<file path="config.mk">
export PLATFORM = sky130hd
export DESIGN_NAME = prog_addr_latch
export DESIGN_NICKNAME = d
export VERILOG_FILES = /design/src/rtl/pal_pkg.sv /design/src/rtl/pal_addr_ctr.sv /design/src/rtl/pal_latch_buf.sv /design/src/rtl/pal_req_gen.sv /design/src/rtl/pal_busy_timer.sv /design/src/rtl/prog_addr_latch.sv
export SDC_FILE = /design/constraint.sdc
export NUM_CORES = 1
export LEC_CHECK = 0
export CAP_MARGIN = 20
export CORE_MARGIN = 8
export CORE_UTILIZATION = 30
export CTS_CLUSTER_SIZE = 30
export DETAILED_ROUTE_END_ITERATION = 8
export PLACE_DENSITY = 0.6
export SETUP_SLACK_MARGIN = 0.3
export SYNTH_ARGS = -nofsm -noshare
export SYNTH_HDL_FRONTEND = slang
export SYNTH_SLANG_ARGS = --single-unit
</file>
<file path="constraint.sdc">
create_clock -name clk_i -period 2.6 [get_ports clk_i]
set_input_delay 0.26 -clock clk_i [delete_from_list [all_inputs] [get_ports clk_i]]
set_output_delay 0.26 -clock clk_i [all_outputs]
set_load 0.03 [all_outputs]
</file>
<file path="src/rtl/pal_pkg.sv">
package pal_pkg;
  typedef enum logic [2:0] {
    CMD_LOAD_CFG   = 3'd0,
    CMD_LOAD_DATA  = 3'd1,
    CMD_INC        = 3'd2,
    CMD_RST_ADDR   = 3'd3,
    CMD_COMMIT     = 3'd4,
    CMD_ROW_ERASE  = 3'd5,
    CMD_BULK_ERASE = 3'd6,
    CMD_NONE       = 3'd7
  } cmd_e;
endpackage

</file>
<file path="src/rtl/pal_addr_ctr.sv">
module pal_addr_ctr #(
  parameter int ADDR_W = 14
) (
  input  logic              clk_i,
  input  logic              rst_ni,
  input  logic              ld_cfg_i,
  input  logic              rst_addr_i,
  input  logic              inc_i,
  output logic [ADDR_W-1:0] addr_o
);
  localparam logic [ADDR_W-1:0] CFG_BASE = ADDR_W'(1) << (ADDR_W-1);

  always_ff @(posedge clk_i or negedge rst_ni) begin
    if (!rst_ni)         addr_o <= '0;
    else if (rst_addr_i) addr_o <= '0;
    else if (ld_cfg_i)   addr_o <= CFG_BASE;
    // region bit held, low part wraps
    else if (inc_i)      addr_o <= {addr_o[ADDR_W-1], addr_o[ADDR_W-2:0] + 1'b1};
  end
endmodule

</file>
<file path="src/rtl/pal_latch_buf.sv">
module pal_latch_buf #(
  parameter int WORD_W   = 14,
  parameter int ROW_BITS = 5,
  localparam int NUM     = 1 << ROW_BITS
) (
  input  logic                  clk_i,
  input  logic                  rst_ni,
  input  logic                  we_i,
  input  logic [ROW_BITS-1:0]   idx_i,
  input  logic [WORD_W-1:0]     data_i,
  input  logic                  clr_i,
  output logic [NUM*WORD_W-1:0] data_o
);
  for (genvar i = 0; i < NUM; i++) begin : g_lat
    logic [WORD_W-1:0] word_q;
    always_ff @(posedge clk_i or negedge rst_ni) begin
      if (!rst_ni)                                  word_q <= '1;
      else if (clr_i)                               word_q <= '1;
      else if (we_i && idx_i == ROW_BITS'(i))       word_q <= data_i;
    end
    assign data_o[i*WORD_W +: WORD_W] = word_q;
  end
endmodule

</file>
<file path="src/rtl/pal_req_gen.sv">
module pal_req_gen #(
  parameter int                 ADDR_W      = 14,
  parameter int                 ROW_BITS    = 5,
  parameter logic [ADDR_W-1:0]  CFG_WORD_LO = 14'h2007,
  parameter logic [ADDR_W-1:0]  CFG_END     = 14'h2008,
  localparam int                ROW_W       = ADDR_W - ROW_BITS
) (
  input  logic              clk_i,
  input  logic              rst_ni,
  input  logic              commit_i,
  input  logic              row_erase_i,
  input  logic              bulk_erase_i,
  input  logic              cp_on_i,
  input  logic              ext_timed_i,
  input  logic [ADDR_W-1:0] addr_i,
  output logic              go_o,
  output logic              wr_req_o,
  output logic              row_erase_o,
  output logic              bulk_erase_o,
  output logic              uid_sel_o,
  output logic [ROW_W-1:0]  row_o
);
  logic in_prog, in_uid, cfg_word, wr_ok, re_ok, be_ok;

  always_comb begin
    in_prog  = !addr_i[ADDR_W-1];
    in_uid   = addr_i[ADDR_W-1] && (addr_i <= CFG_END);
    cfg_word = (addr_i == CFG_WORD_LO) || (addr_i == CFG_WORD_LO + 1'b1);
    wr_ok    = commit_i && !(in_prog && cp_on_i) && !(ext_timed_i && cfg_word);
    re_ok    = row_erase_i && ((in_prog && !cp_on_i) || in_uid);
    be_ok    = bulk_erase_i && (in_prog || in_uid);
    go_o     = wr_ok || re_ok || be_ok;
  end

  always_ff @(posedge clk_i or negedge rst_ni) begin
    if (!rst_ni) begin
      wr_req_o     <= 1'b0;
      row_erase_o  <= 1'b0;
      bulk_erase_o <= 1'b0;
      uid_sel_o    <= 1'b0;
      row_o        <= '0;
    end else begin
      wr_req_o     <= wr_ok;
      row_erase_o  <= re_ok;
      bulk_erase_o <= be_ok;
      uid_sel_o    <= (re_ok || be_ok) && in_uid;
      row_o        <= addr_i[ADDR_W-1:ROW_BITS];
    end
  end
endmodule

</file>
<file path="src/rtl/pal_busy_timer.sv">
module pal_busy_timer #(
  parameter int  BUSY_CYCLES = 16,
  localparam int CNT_W       = $clog2(BUSY_CYCLES + 1)
) (
  input  logic clk_i,
  input  logic rst_ni,
  input  logic start_i,
  output logic busy_o
);
  logic [CNT_W-1:0] cnt_q;

  always_ff @(posedge clk_i or negedge rst_ni) begin
    if (!rst_ni)           cnt_q <= '0;
    else if (start_i)      cnt_q <= CNT_W'(BUSY_CYCLES);
    else if (cnt_q != '0)  cnt_q <= cnt_q - 1'b1;
  end

  assign busy_o = (cnt_q != '0);
endmodule

</file>
<file path="src/rtl/prog_addr_latch.sv">
module prog_addr_latch #(
  parameter int                ADDR_W      = 14,
  parameter int                WORD_W      = 14,
  parameter int                ROW_BITS    = 5,
  parameter int                BUSY_CYCLES = 16,
  parameter logic [ADDR_W-1:0] CFG_WORD_LO = 14'h2007,
  parameter logic [ADDR_W-1:0] CFG_END     = 14'h2008,
  localparam int               NUM         = 1 << ROW_BITS,
  localparam int               ROW_W       = ADDR_W - ROW_BITS
) (
  input  logic                  clk_i,
  input  logic                  rst_ni,
  input  logic                  cmd_valid_i,
  input  logic [2:0]            cmd_i,
  input  logic [WORD_W-1:0]     data_i,
  input  logic                  cp_on_i,
  input  logic                  ext_timed_i,
  output logic [ADDR_W-1:0]     addr_o,
  output logic                  busy_o,
  output logic                  wr_req_o,
  output logic                  row_erase_o,
  output logic                  bulk_erase_o,
  output logic                  uid_sel_o,
  output logic [ROW_W-1:0]      row_o,
  output logic [NUM*WORD_W-1:0] wr_data_o
);
  import pal_pkg::*;

  logic                acc, go;
  logic                s_ld_cfg, s_ld_data, s_inc, s_rst, s_commit, s_rerase, s_berase;
  logic [ROW_BITS-1:0] lat_idx;

  always_comb begin
    acc       = cmd_valid_i && !busy_o;
    s_ld_cfg  = acc && (cmd_e'(cmd_i) == CMD_LOAD_CFG);
    s_ld_data = acc && (cmd_e'(cmd_i) == CMD_LOAD_DATA);
    s_inc     = acc && (cmd_e'(cmd_i) == CMD_INC);
    s_rst     = acc && (cmd_e'(cmd_i) == CMD_RST_ADDR);
    s_commit  = acc && (cmd_e'(cmd_i) == CMD_COMMIT);
    s_rerase  = acc && (cmd_e'(cmd_i) == CMD_ROW_ERASE);
    s_berase  = acc && (cmd_e'(cmd_i) == CMD_BULK_ERASE);
    // load-config targets the first word of the config row
    lat_idx   = s_ld_cfg ? '0 : addr_o[ROW_BITS-1:0];
  end

  pal_addr_ctr #(.ADDR_W(ADDR_W)) u_addr (
    .clk_i, .rst_ni,
    .ld_cfg_i   (s_ld_cfg),
    .rst_addr_i (s_rst),
    .inc_i      (s_inc),
    .addr_o     (addr_o)
  );

  pal_latch_buf #(.WORD_W(WORD_W), .ROW_BITS(ROW_BITS)) u_lat (
    .clk_i, .rst_ni,
    .we_i   (s_ld_cfg || s_ld_data),
    .idx_i  (lat_idx),
    .data_i (data_i),
    .clr_i  (wr_req_o),
    .data_o (wr_data_o)
  );

  pal_req_gen #(
    .ADDR_W(ADDR_W), .ROW_BITS(ROW_BITS),
    .CFG_WORD_LO(CFG_WORD_LO), .CFG_END(CFG_END)
  ) u_req (
    .clk_i, .rst_ni,
    .commit_i     (s_commit),
    .row_erase_i  (s_rerase),
    .bulk_erase_i (s_berase),
    .cp_on_i      (cp_on_i),
    .ext_timed_i  (ext_timed_i),
    .addr_i       (addr_o),
    .go_o         (go),
    .wr_req_o     (wr_req_o),
    .row_erase_o  (row_erase_o),
    .bulk_erase_o (bulk_erase_o),
    .uid_sel_o    (uid_sel_o),
    .row_o        (row_o)
  );

  pal_busy_timer #(.BUSY_CYCLES(BUSY_CYCLES)) u_busy (
    .clk_i, .rst_ni,
    .start_i (go),
    .busy_o  (busy_o)
  );
endmodule

</file>
== Word-level counts from Yosys, hierarchy flattened ==
Cells that the tools add are included.
Storage, ports and cells
  word-level logic and storage cells: 251
  flip-flop bits (word level): 480
  input bits: 22
  output and inout port bits: 476
Operators by class
  multiplexer cells: 70
  order comparisons: 1
  add/sub/neg operators: 2
  equal/unequal tests: 39
  reductions and logical operators: 99
Operators by type and width (number)
  2-to-1 mux 14 bit: 66
  == test 5 bit, second input constant: 16
  nonzero test 2 bit: 34
  logical AND 1 bit: 49
  == test 5 x 4 -> 1 bit, second input constant: 8
  == test 14 bit, second input constant: 2
  == test 5 x 3 -> 1 bit, second input constant: 4
  2-to-1 mux 5 bit: 3
  less-or-equal comparator 14 bit, second input constant: 1
  adder 13 x 1 -> 13 bit, second input constant: 1
  2-to-1 mux 13 bit: 1
  == test 5 x 2 -> 1 bit, second input constant: 2
  == test 3 bit, second input constant: 3
  logical OR 1 bit: 7
  == test 3 x 2 -> 1 bit, second input constant: 2
  == test 5 x 1 -> 1 bit, second input constant: 1
  zero test 1 bit: 5
  zero test 5 bit: 1
  nonzero test 5 bit: 1
  subtractor 5 x 1 -> 5 bit, second input constant: 1
  == test 3 x 1 -> 1 bit, second input constant: 1
  zero test 3 bit: 1
  nonzero test 3 bit: 1

== Depth between registers and ports, before layout ==
Gate-level depths: netlist (run 1).
  word-level depth: 9
  gate-level depth with buffers: 10
  depth with buffers taken out: 7

== By module ==
A second synthesis (run 1) with hierarchy kept.
Unflattened totals
  cells, all modules: 1346
  area total of the unflattened synthesis: 19286.0 um^2
Modules (own cells, without submodules)
  pal_latch_buf: area an instance 17707.0 um^2, cells each 1198, times used 1
  pal_addr_ctr: area an instance 716.9 um^2, cells each 72, times used 1
  pal_req_gen: area an instance 481.7 um^2, cells each 34, times used 1
  pal_busy_timer: area an instance 261.5 um^2, cells each 25, times used 1
  prog_addr_latch: area an instance 118.9 um^2, cells each 17, times used 1

== Least setup slack after synthesis (run 1) ==
OpenSTA, ideal clock, no wires.
  kind: flip-flop to flip-flop
  start: reg u_addr.addr_o[8]
  end: reg u_busy.cnt_q[4]
  stages on the path, launching flop included: 5
  setup slack: 0.162 ns
  library setup time: 0.129 ns
  period minus slack after synthesis: 2.438 ns
  data arrival time: 2.309 ns
  cells stage by stage: dfrtp_1 > or4_4 > or4_4 > o311a_4 > a2111o_1
Between the ends
  cells in the longest elaborated chain, start to end: 8
  elaborated cells between the ends (all ways): 16
  those cells by class: 1 x order compare; 2 x eq/ne; 1 x mux; 12 x reduce/logical
Ends and longest elaborated chain
  from (decl): RTL line pal_addr_ctr.sv:9  | output logic [ADDR_W-1:0] addr_o
  from (signal assigned): RTL line pal_addr_ctr.sv:18  | else if (inc_i) addr_o <= {addr_o[ADDR_W-1], addr_o[ADDR_W-2:0] + 1'b1};
  == test 14 bit: RTL line pal_req_gen.sv:28  | cfg_word = (addr_i == CFG_WORD_LO) || (addr_i == CFG_WORD_LO + 1'b1);
  logical OR 1 bit *: RTL line pal_req_gen.sv:28
  logical AND 1 bit *: RTL line pal_req_gen.sv:29  | wr_ok = commit_i && !(in_prog && cp_on_i) && !(ext_timed_i && cfg_word);
  zero test 1 bit *: RTL line pal_req_gen.sv:29
  logical AND 1 bit *: RTL line pal_req_gen.sv:29
  named net u_req.wr_ok: RTL line pal_req_gen.sv:23  | logic in_prog, in_uid, cfg_word, wr_ok, re_ok, be_ok;
  logical OR 1 bit * (2 in series): RTL line pal_req_gen.sv:32  | go_o = wr_ok || re_ok || be_ok;
  2-to-1 mux 5 bit or nonzero test 2 bit (tied branches)
  to (signal assigned): RTL line pal_busy_timer.sv:14  | else if (start_i) cnt_q <= CNT_W'(BUSY_CYCLES);
  to (signal assigned): RTL line pal_busy_timer.sv:15  | else if (cnt_q != '0) cnt_q <= cnt_q - 1'b1;
  to (decl): RTL line pal_busy_timer.sv:10  | logic [CNT_W-1:0] cnt_q;
The timed path passes the listed nets; every way through them passes the cells marked *.
A chain may end at the register's enable or synchronous reset.

== Worst setup path after layout (run 1) ==
  start: reg u_addr.addr_o[10]
  end: reg u_busy.cnt_q[4]
The elaborated chain is that of the path after synthesis.

==> results, run 1 <==
- The number of buffers between clock root and the deepest sink is 3.
- At the placement stage, the worst setup path has a slack of -0.149 ns.
- The final weighted congestion in routability-driven placement is slightly below 0.9.
- For this run the aggregate overflow at the end of global routing stands at 0.
- In this run the vertical extent of the chip is 274 um.
- The routed layout has between 15,000 and 20,000 vias.
- The number of antenna violations at the first check in global routing was 8.
- In this run the clock root is driven by a clkbuf_16.
- The endpoint arrival time on the critical path is about 2.8 ns.
- For this run, design rule violations remaining after detail routing come to 0.
- The number of placed instances, taps included, is just under 3,000.
- The most used flip-flop cell after synthesis is dfstp_2.
- The number of enable flip-flop cells after synthesis is 0.
- The worst hold path belongs to the class primary input to async pin.
- After routing the design area is slightly below 0.03 mm^2.
- The final cell count without fillers is between 3,000 and 4,000.
- The number of DRC markers after the initial detailed-route iteration is ~1,500.
- The reg-to-reg critical path startpoint is u_addr.addr_o[10].
- Of all cell types, the one taking the most synthesized area is dfstp_2.
- The shortest period the worst path allows is roughly 2.3 ns.
- The post-route clock skew is around 0.026 ns.
- In the final layout, flip-flops and latches occupy roughly 0.013 mm^2.
- The peak fanout along the critical path is 4.
- Of all flip-flops after synthesis, the portion carrying an async set or reset was 100%.
- The kind of critical path is register to register.
- Measured against its own limit, the worst slew margin works out to between 50% and 60%.
- Cells fill 44.0% of the core in the end.
- The count of nets left with antenna violations once routing finished came out at 0.
- After clock tree synthesis, the clock-pin slew on the worst setup and hold paths is ~0.060 ns.
- The peak supply drop is about 710 uV.
- The final critical-path share of the clock period is just under 90%.
- The fraction of final layout cells sized beyond drive strength 1 is about 33%.
- Synthesis produced a netlist whose cell count is 1,611.
- The final wirelength is a little over 80,000 um.
- Among all cell types in the netlist, the one instantiated most often is dfstp_2.
- Counting every net in the synthesized netlist gives around 1,600.
- The I/O pin count is roughly 500.
- The top achievable clock speed is 0.441 GHz.
- Across the run, the number of max-cap violations was 0.
- During synthesis, Yosys emitted a total of 0 warnings.
- The flow ran to the end, and the final reports show no timing, DRC or antenna violations.
- In this run the power density over the cells is about 1200 mW/mm^2.
- The top-area cell type share of the netlist area is approximately 59%.
- The leakage power figure is 12.9 nW.
- Global routing consumed, over all layers together, between 20% and 30% of the routing resources.
- The met3 demand-to-capacity share in global routing is roughly 8%.
- The critical path goes through or4_4, or4_4, o311a_4, a2111o_1.
- The highest-utilization routing layer at the global route stage is met2.
- The post-layout net count is between 2,000 and 2,500.
- The delay of the slowest critical-path stage is ~0.54 ns.
- The count of buffers added on input and output ports is roughly 500.
- In this run, CTS created clock tree buffers numbering 52.
- The family of cells with the greatest summed delay on the critical path is simple AND/OR/NAND/NOR gates.
- The clock latency on the worst-skew pair is a little over 0.6 ns.
- The number of buffers and inverters on the critical path is 0.
- The share of the Yosys chip area taken by registers is 62.8%.
- At the pin with the least slew margin, the transition time is 0.711 ns.
- The hold violation total from the final report is 0.
- The number of core rows is 94.
- The via count of the first global-routing pass came to 16,700.
- The placeable core region is 0.0659 mm^2.
- The commonest cells after synthesis are 448 x dfstp_2, 216 x nor2_1, 210 x a221o_1.
- The cell area reported after detailed placement is 0.0267 mm^2.
- The total number of H-tree levels is 2.
- The met1 track demand over resource in global routing is a little over a quarter.
- In this run the mean area of a mapped cell was between 10 and 15 um^2.
- The start point of the critical path is u_addr.addr_o[10].
- The clock drives 480 sinks.
- Summed over all nets, the half-perimeter wirelength after detailed placement is around 60,000 um.
- The detailed-route wire length per cell is about 27 um.
- The number of setup violations in the final report is 0.
- The number of different library cells used by synthesis comes to 54.
- The layout has around 6,000 filler cells.
- On the critical path, the stage with the largest delay is an instance of or4_4.
- The average vias per placed instance is approximately 5.4.
- The largest net degree at the start of global routing is approximately 150.
- The final worst slack is roughly 0.33 ns.
- The x dimension of the die is ~270 um.
- The number of slew-limit violations in the final report is 0.
- The floorplan step defined a die boundary enclosing 0.0752 mm^2.
- The starting utilization of the core area is a little over 30%.
- The first global-routing pass estimated about 120,000 um of wire.
- The area of the mapped netlist is around 0.02 mm^2.
- The number of storage elements in the synthesis netlist is between 400 and 500.
- The fraction of met2 tracks used by global routing is ~34%.
- In the final layout, the multi-input gates occupy between 0.006 and 0.007 mm^2.
- In the post-synthesis netlist, the biggest area contributors are dfstp_2 59%, a221o_1 11%, a211o_1 8.0%.
- Among the stages of the critical path, the cell type that occurs most often is or4_4.
- Setup repair after global routing could not meet its margin everywhere.
- The first TritonRoute pass finished after 6 iterations.
- The area growth from synthesis to layout is 44.9%.
- The type of origin of the critical path is a register.
- TritonCTS built the clock tree.
- The data required time of the worst path is between 3 and 4 ns.
- The worst setup path is captured at a register.
[cell usage in the layout, fill, tap and decap left out, types with 4 or more instances in the layout]
| cell | synthesis | routed |
|---|---|---|
| clkinv_2 | 0 | 4 |
| and3_1 | 47 | 47 |
| buf_4 | 2 | 117 |
| nor2b_1 | 5 | 5 |
| clkbuf_16 | 0 | 58 |
| clkbuf_1 | 128 | 11 |
| nor3_1 | 6 | 5 |
| o21ai_0 | 39 | 39 |
| nand2_4 | 0 | 7 |
| diode_2 | 0 | 5 |
| nor2_1 | 216 | 216 |
| nand3_1 | 8 | 8 |
| inv_1 | 50 | 48 |
| dfrtp_1 | 32 | 29 |
| clkdlybuf4s50_1 | 0 | 493 |
| a211o_1 | 182 | 182 |
| nand2_1 | 25 | 12 |
| nor4_4 | 3 | 4 |
| dfstp_2 | 448 | 448 |
| clkbuf_8 | 0 | 12 |
| a21oi_1 | 11 | 11 |
| mux2i_1 | 28 | 28 |
| a31oi_1 | 29 | 29 |
| and2_1 | 37 | 35 |
| buf_6 | 0 | 7 |
| buf_12 | 0 | 23 |
| nand4_1 | 15 | 15 |
| or3_1 | 9 | 9 |
| a221o_1 | 210 | 210 |
| bufinv_16 | 0 | 6 |
[cells by family after synthesis]
logic type / share of synthesized area, %
adders and majority gates: 0.250
DFF: 62.8
muxes: 1.46
and+or+nand+nor: 10.0
AOI/OAI and AO/OA: 21.2
buffers and inverters: 4.15
xor gates and xnor gates: 0.131
[path summary, 6_finish.rpt]
| check | cells past startpoint | slack [ns] | endpoint |
|---|---|---|---|
| worst min register to register | 0 | 0.47 | u_req.row_o[7] |
| worst min-delay path | 2 | 0.30 | u_busy.cnt_q[1] |
| max in group asynchronous | 3 | 1.39 | u_lat.g_lat[9].word_q[10] |
| worst max-delay path | 4 | 0.33 | u_busy.cnt_q[4] |
| worst max register to register | 4 | 0.33 | u_busy.cnt_q[4] |
| min in group clk_i | 3 | 0.44 | u_req.wr_req_o |
[layout make-up]
cell class / count / area share, %
Timing Repair Buffer: 649 / 22.5
Sequential cell: 480 / 43.4
Multi-Input combinational cell: 917 / 23.4
Clock inverter: 14 / 0.884
Inverter: 51 / 0.707
Clock buffer: 77 / 5.37
Tap cell: 864 / 3.73
Antenna cell: 5 / 0.0431
[flip-flops by register name (all words and copies together) (netlist names)]
signal              cells
u_addr.addr_o          14
u_busy.cnt_q            5
u_lat.g_lat.word_q    448
u_req.bulk_erase_o      1
u_req.row_erase_o       1
u_req.row_o             9
u_req.uid_sel_o         1
u_req.wr_req_o          1
[power breakdown]
part,switching (mW),internal [mW],total (mW)
sequential,1.92,11.7,13.6
clock,3.16,4.74,7.90
combinational,7.79,6.17,14.0
total,12.9,22.6,35.4
[per-stage QoR]
step,TNS (ns),power [mW],hold slack [ns]
finish,0,35.4,0.303
detailed placement,-1.93,27.5,0.333
floorplan,0,20.8,-0.0356
global placement,-1.46,27.3,0.323
CTS,0,35.7,0.275
global route,0,36.8,0.304
[routing by layer]
metal	routed length [um]	share of wire [%]
met3	8790	11
met1	33400	40
met2	38500	46
met4	2090	2.5
met5	31	0.037
[timing repair]
| item | in CTS | in global routing |
|---|---|---|
| buffers inserted | 16 | 6 |
| endpoints found under the hold margin | 3 | 0 |
| endpoints found under the setup margin | 221 | 184 |
| resized for setup | 25 | 24 |
| hold buffers | 1 | 0 |
| gates cloned | 1 | 4 |
| pin swaps | 2 | 39 |
Power figures use the tool's default switching activity.
==> inputs of run 2 (changes only) <==
--- a/config.mk
+++ b/config.mk
@@ -11,6 +11,7 @@
 export CTS_CLUSTER_SIZE = 30
 export DETAILED_ROUTE_END_ITERATION = 8
 export PLACE_DENSITY = 0.6
+export REMOVE_ABC_BUFFERS = 1
 export SETUP_SLACK_MARGIN = 0.3
 export SYNTH_ARGS = -nofsm -noshare
 export SYNTH_HDL_FRONTEND = slang
==> constraint.sdc (replaced) <==
create_clock -name clk_i -period 2.3 [get_ports clk_i]
set_input_delay 0.23 -clock clk_i [delete_from_list [all_inputs] [get_ports clk_i]]
set_output_delay 0.23 -clock clk_i [all_outputs]
set_load 0.03 [all_outputs]
==> run 2 against run 1 <==
Effect of this change: worst hold slack gained 0.16 ns; final area grew 2.2%; routed wire length shrank 1.5%; maximum frequency grew 2.8%; setup slack lost 0.24 ns; via count is essentially flat; core utilization grew 0.98 points; clock-buffer cell count grew 2; sequential share of layout area shrank 0.96 points; flip-flop and latch count is the same; highest routed layer unchanged.
==> results, run 2 (same netlist as run 1, synthesis figures left out) <==
- The worst setup path is of the register to register kind.
- The worst setup path is launched from a register.
- The number of buffers between clock root and the deepest sink is 3 (unchanged).
- The number of antenna violations at the first check in global routing is 3 (-5).
- The family of cells with the greatest summed delay on the critical path is buffers and inverters.
- The leakage power figure came to 13.3 nW (+2.6%).
- The number of antenna diodes is 0 (-5).
- The CTS sink count is 480 (unchanged).
- The largest registers in the layout are u_lat.g_lat.word_q: 448 flops, u_addr.addr_o: 14 flops, u_req.row_o: 9 flops.
- The final critical-path share of the clock period came to 95.8% (+8.7 points).
- For hold timing, the worst endpoint is u_req.row_erase_o.
- The number of core rows is 94 (unchanged).
- The commonest non-fill, non-tap cell in the layout is clkdlybuf4s50_1.
- The count of maximum capacitance violations was 0 (unchanged).
- The number of buffers and inverters on the critical path is 5 (+5).
- The global-route congestion overflow total is 0 (unchanged).
- The placeable core region is 0.0659 mm^2 (unchanged).
- The data required time of the worst path is 2.81 ns (-0.28 ns).
- The peak fanout along the critical path is 6 (+2).
- The normalized max-slew margin is 51.8% (-0.82 points).
- The reg-to-reg setup timing slack is 0.1 ns (-0.24 ns).
- The combinational fraction of design power is 39.8% (+0.4 points).
- The cell count of the worst reg-to-reg path is 10 (+6).
- The endpoint arrival time on the critical path is 2.71 ns (-0.05 ns).
- The total power per unit cell area was 1330 mW/mm^2 (+9.2%).
- The sequential share of power was 38.9% (+0.6 points).
- The via count of the first global-routing pass is 17,100 (+2.4%).
- The capturing element type of the critical path is a register.
- The post-layout net count came to 2,225 (+2.2%).
- The post-route clock skew came to 0.0166 ns (-0.00947 ns).
- The number of slew-limit violations in the final report is 0 (unchanged).
- The delay of the slowest critical-path stage is 0.40 ns (-0.14 ns).
- The TritonCTS clock tree is done.
- The transition time at the pin with the least slew margin is 0.722 ns (+0.0115 ns).
- The worst hold path passes through 3 cells.
- The final wirelength is 81,500 um (-1.5%).
- The cell chosen for the clock root is clkbuf_16.
- The clock latency on the worst-skew pair is 0.59 ns (-0.02 ns).
- The top achievable clock speed is 0.454 GHz (+2.8%).
- The placed wire-length estimate after detailed placement is 57,500 um (-1.7%).
- The switching power of the nets is 14.5 mW (+13%).
- The reg-to-reg critical path startpoint is u_busy.cnt_q[1].
- The number of setup violations in the final report is 0 (unchanged).
- The detailed-route wire length per cell was 26.3 um (-3.0%).
- The final worst slack is 0.0955 ns (-0.238 ns).
- The first-pass GRT wire length was 119,000 um (-0.51%).
- The average vias per placed instance came to 5.36 (-1.5%).
- The clock share of power came to 21.4% (-0.9 points).
- The fraction of final layout cells sized beyond drive strength 1 came to 34.8% (+1.8 points).
- The net switching fraction of the power came to 36.6% (+0.28 points).
- The count of vias placed by the detailed router is 16,600 (-0.036%).
- The kind of path behind the tightest hold check is primary input to register.
- The number of buffers added by the clock tree synthesis step is 53 (+1.9%).
- The run finished with clean final reports.
- The peak supply drop was 812 uV (+15%).
- The area growth from synthesis to layout is 48.1%.
- The shortest period the worst path allows is 2.20 ns (-0.0617 ns).
- In the layout the commonest cells are 476 x clkdlybuf4s50_1, 448 x dfstp_2, 216 x nor2_1, 210 x a221o_1, 182 x a211o_1.
- The number of filler instances in the final layout was 5,967 (+0.10%).
- The internal power component is 25.1 mW (+11%).
- The number of flip-flops under the largest register name is 448 (unchanged).
- The die outline area is 0.0752 mm^2 (unchanged).
- The I/O pin count is 498 (unchanged).
- The worst hold path begins at cmd_valid_i.
- Traced cell by cell, the critical path runs through inv_2, ha_4, nor4b_4, inv_4, nor4_4, buf_4, buf_12, nand2_8, buf_6, a221o_1.
- The x dimension of the die is 274 um (unchanged).
- The number of remaining DRC errors is 0 (unchanged).
- The hold violation total from the final report is 0 (unchanged).
- The total number of H-tree levels was 2 (unchanged).
- The overall power of the completed layout was 39.6 mW (+12%).
- The final weighted congestion in routability-driven placement was 0.866 (-0.14%).
- The number of detailed-routing iterations run before antenna repair is 6 (unchanged).
- The end of the worst register-to-register path is u_lat.g_lat[21].word_q[4].
- The number of DRC markers after the initial detailed-route iteration came to 1,381 (-8.5%).
- The post-place setup slack is -0.254 ns (-0.105 ns).
- The top register by number of flip-flops is u_lat.g_lat.word_q.
- The number of port buffers was 497 (unchanged).
- The cell with the largest stage delay on the worst path is dfrtp_1.
- The number of nets with antenna violations after detailed routing is 0 (unchanged).
- The largest net degree at the start of global routing came to 80 (-48%).
- The clock transition at the registers of the reported paths is 0.06 ns (about the same).
- Setup repair after global routing could not meet its margin everywhere.
- The height of the die is 274 um (unchanged).
- The starting utilization of the core area is 30.4% (unchanged).
- The global routing usage summed across all routing layers is 20.8% (-0.27 points).
==> run 2: cell types whose count changed in the layout (fill, tap and decap cells not counted), sizes merged <==
cell	change
buf	+50
bufinv	-5
clkdlybuf4s15	+1
clkdlybuf4s50	-17
clkinv	+8
clkinvlp	-1
diode	-5
dlygate4sd2	+14
dlymetal6s2s	+1
==> run 2: worst max path at each step <==
stage,slack [ns],endpoint,from,cells past startpoint
2_1_floorplan,-5.85,u_lat.g_lat[15].word_q[0],u_req.wr_req_o,2
3_3_place_gp,-0.24,u_lat.g_lat[28].word_q[13],cmd_i[1],7
3_5_place_dp,-0.25,u_lat.g_lat[28].word_q[13],cmd_i[1],7
4_1_cts,0.11,u_lat.g_lat[15].word_q[0],u_busy.cnt_q[1],10
5_1_grt,-0.02,u_lat.g_lat[15].word_q[6],u_busy.cnt_q[1],10
6_report,0.1,u_lat.g_lat[21].word_q[4],u_busy.cnt_q[1],10
==> run 2: tightest hold or removal path, stage by stage <==
cell and delay, ns:
clkdlybuf4s50_1 0.50, nand3_1 0.20, nor4_4 0.07
==> run 2: cell type report <==
type / instances / area (um^2) / area share, %
repair buffers: 696 / 7150 / 24.1
well taps: 864 / 1080 / 3.65
multi-input cells: 917 / 6920 / 23.4
clock inverters: 16 / 153 / 0.515
flip-flops and latches: 480 / 12600 / 42.4
inverters: 51 / 194 / 0.654
clock buffers: 79 / 1580 / 5.31
==> run 2: layer usage <==
metal / global-route usage (%) / wire, um / up-vias
li1: - / - / 7251
met1: 24.9 / 31600 / 8552
met2: 35.1 / 39700 / 688
met3: 7.05 / 7690 / 141
met4: 6.42 / 2500 / 6
met5: 0 / 41 / -
==> run 2: power groups by stage <==
stage	Combinational (mW)	Clock, mW	Sequential [mW]
final	15.7	8.45	15.4
after global routing	16.4	8.99	15.7
after CTS	15.8	8.67	15.4
after detailed placement	15.7	0	15.4
after global placement	15.5	0	15.4
after floorplan	3.00	0	20.6
==> run 2: per-stage QoR <==
| stage | cells | utilization (%) | TNS, ns | instance area [um^2] | hold slack [ns] |
|---|---|---|---|---|---|
| after floorplan | 1448 | - | -2496.42 | 19400 | -0.0656 |
| after detailed placement | 2973 | 41.2 | -47.49 | 27100 | 0.467 |
| after global placement | 2973 | 41.2 | -35.42 | 27100 | 0.463 |
| after global routing | 3103 | 45.0 | -0.122 | 29700 | 0.467 |
| final | 3103 | 45.0 | 0 | 29700 | 0.468 |
| after CTS | 3094 | 44.7 | 0 | 29500 | 0.355 |
==> run 2: what timing repair did <==
action | 4_1_cts | 5_1_grt
endpoints found under the hold margin | 46 | 0
setup buffers | 15 | 7
gates cloned | 10 | 2
pin swaps | 45 | 49
gates resized for setup | 117 | 18
hold buffers | 1 | 0
setup endpoints to repair | 925 | 916
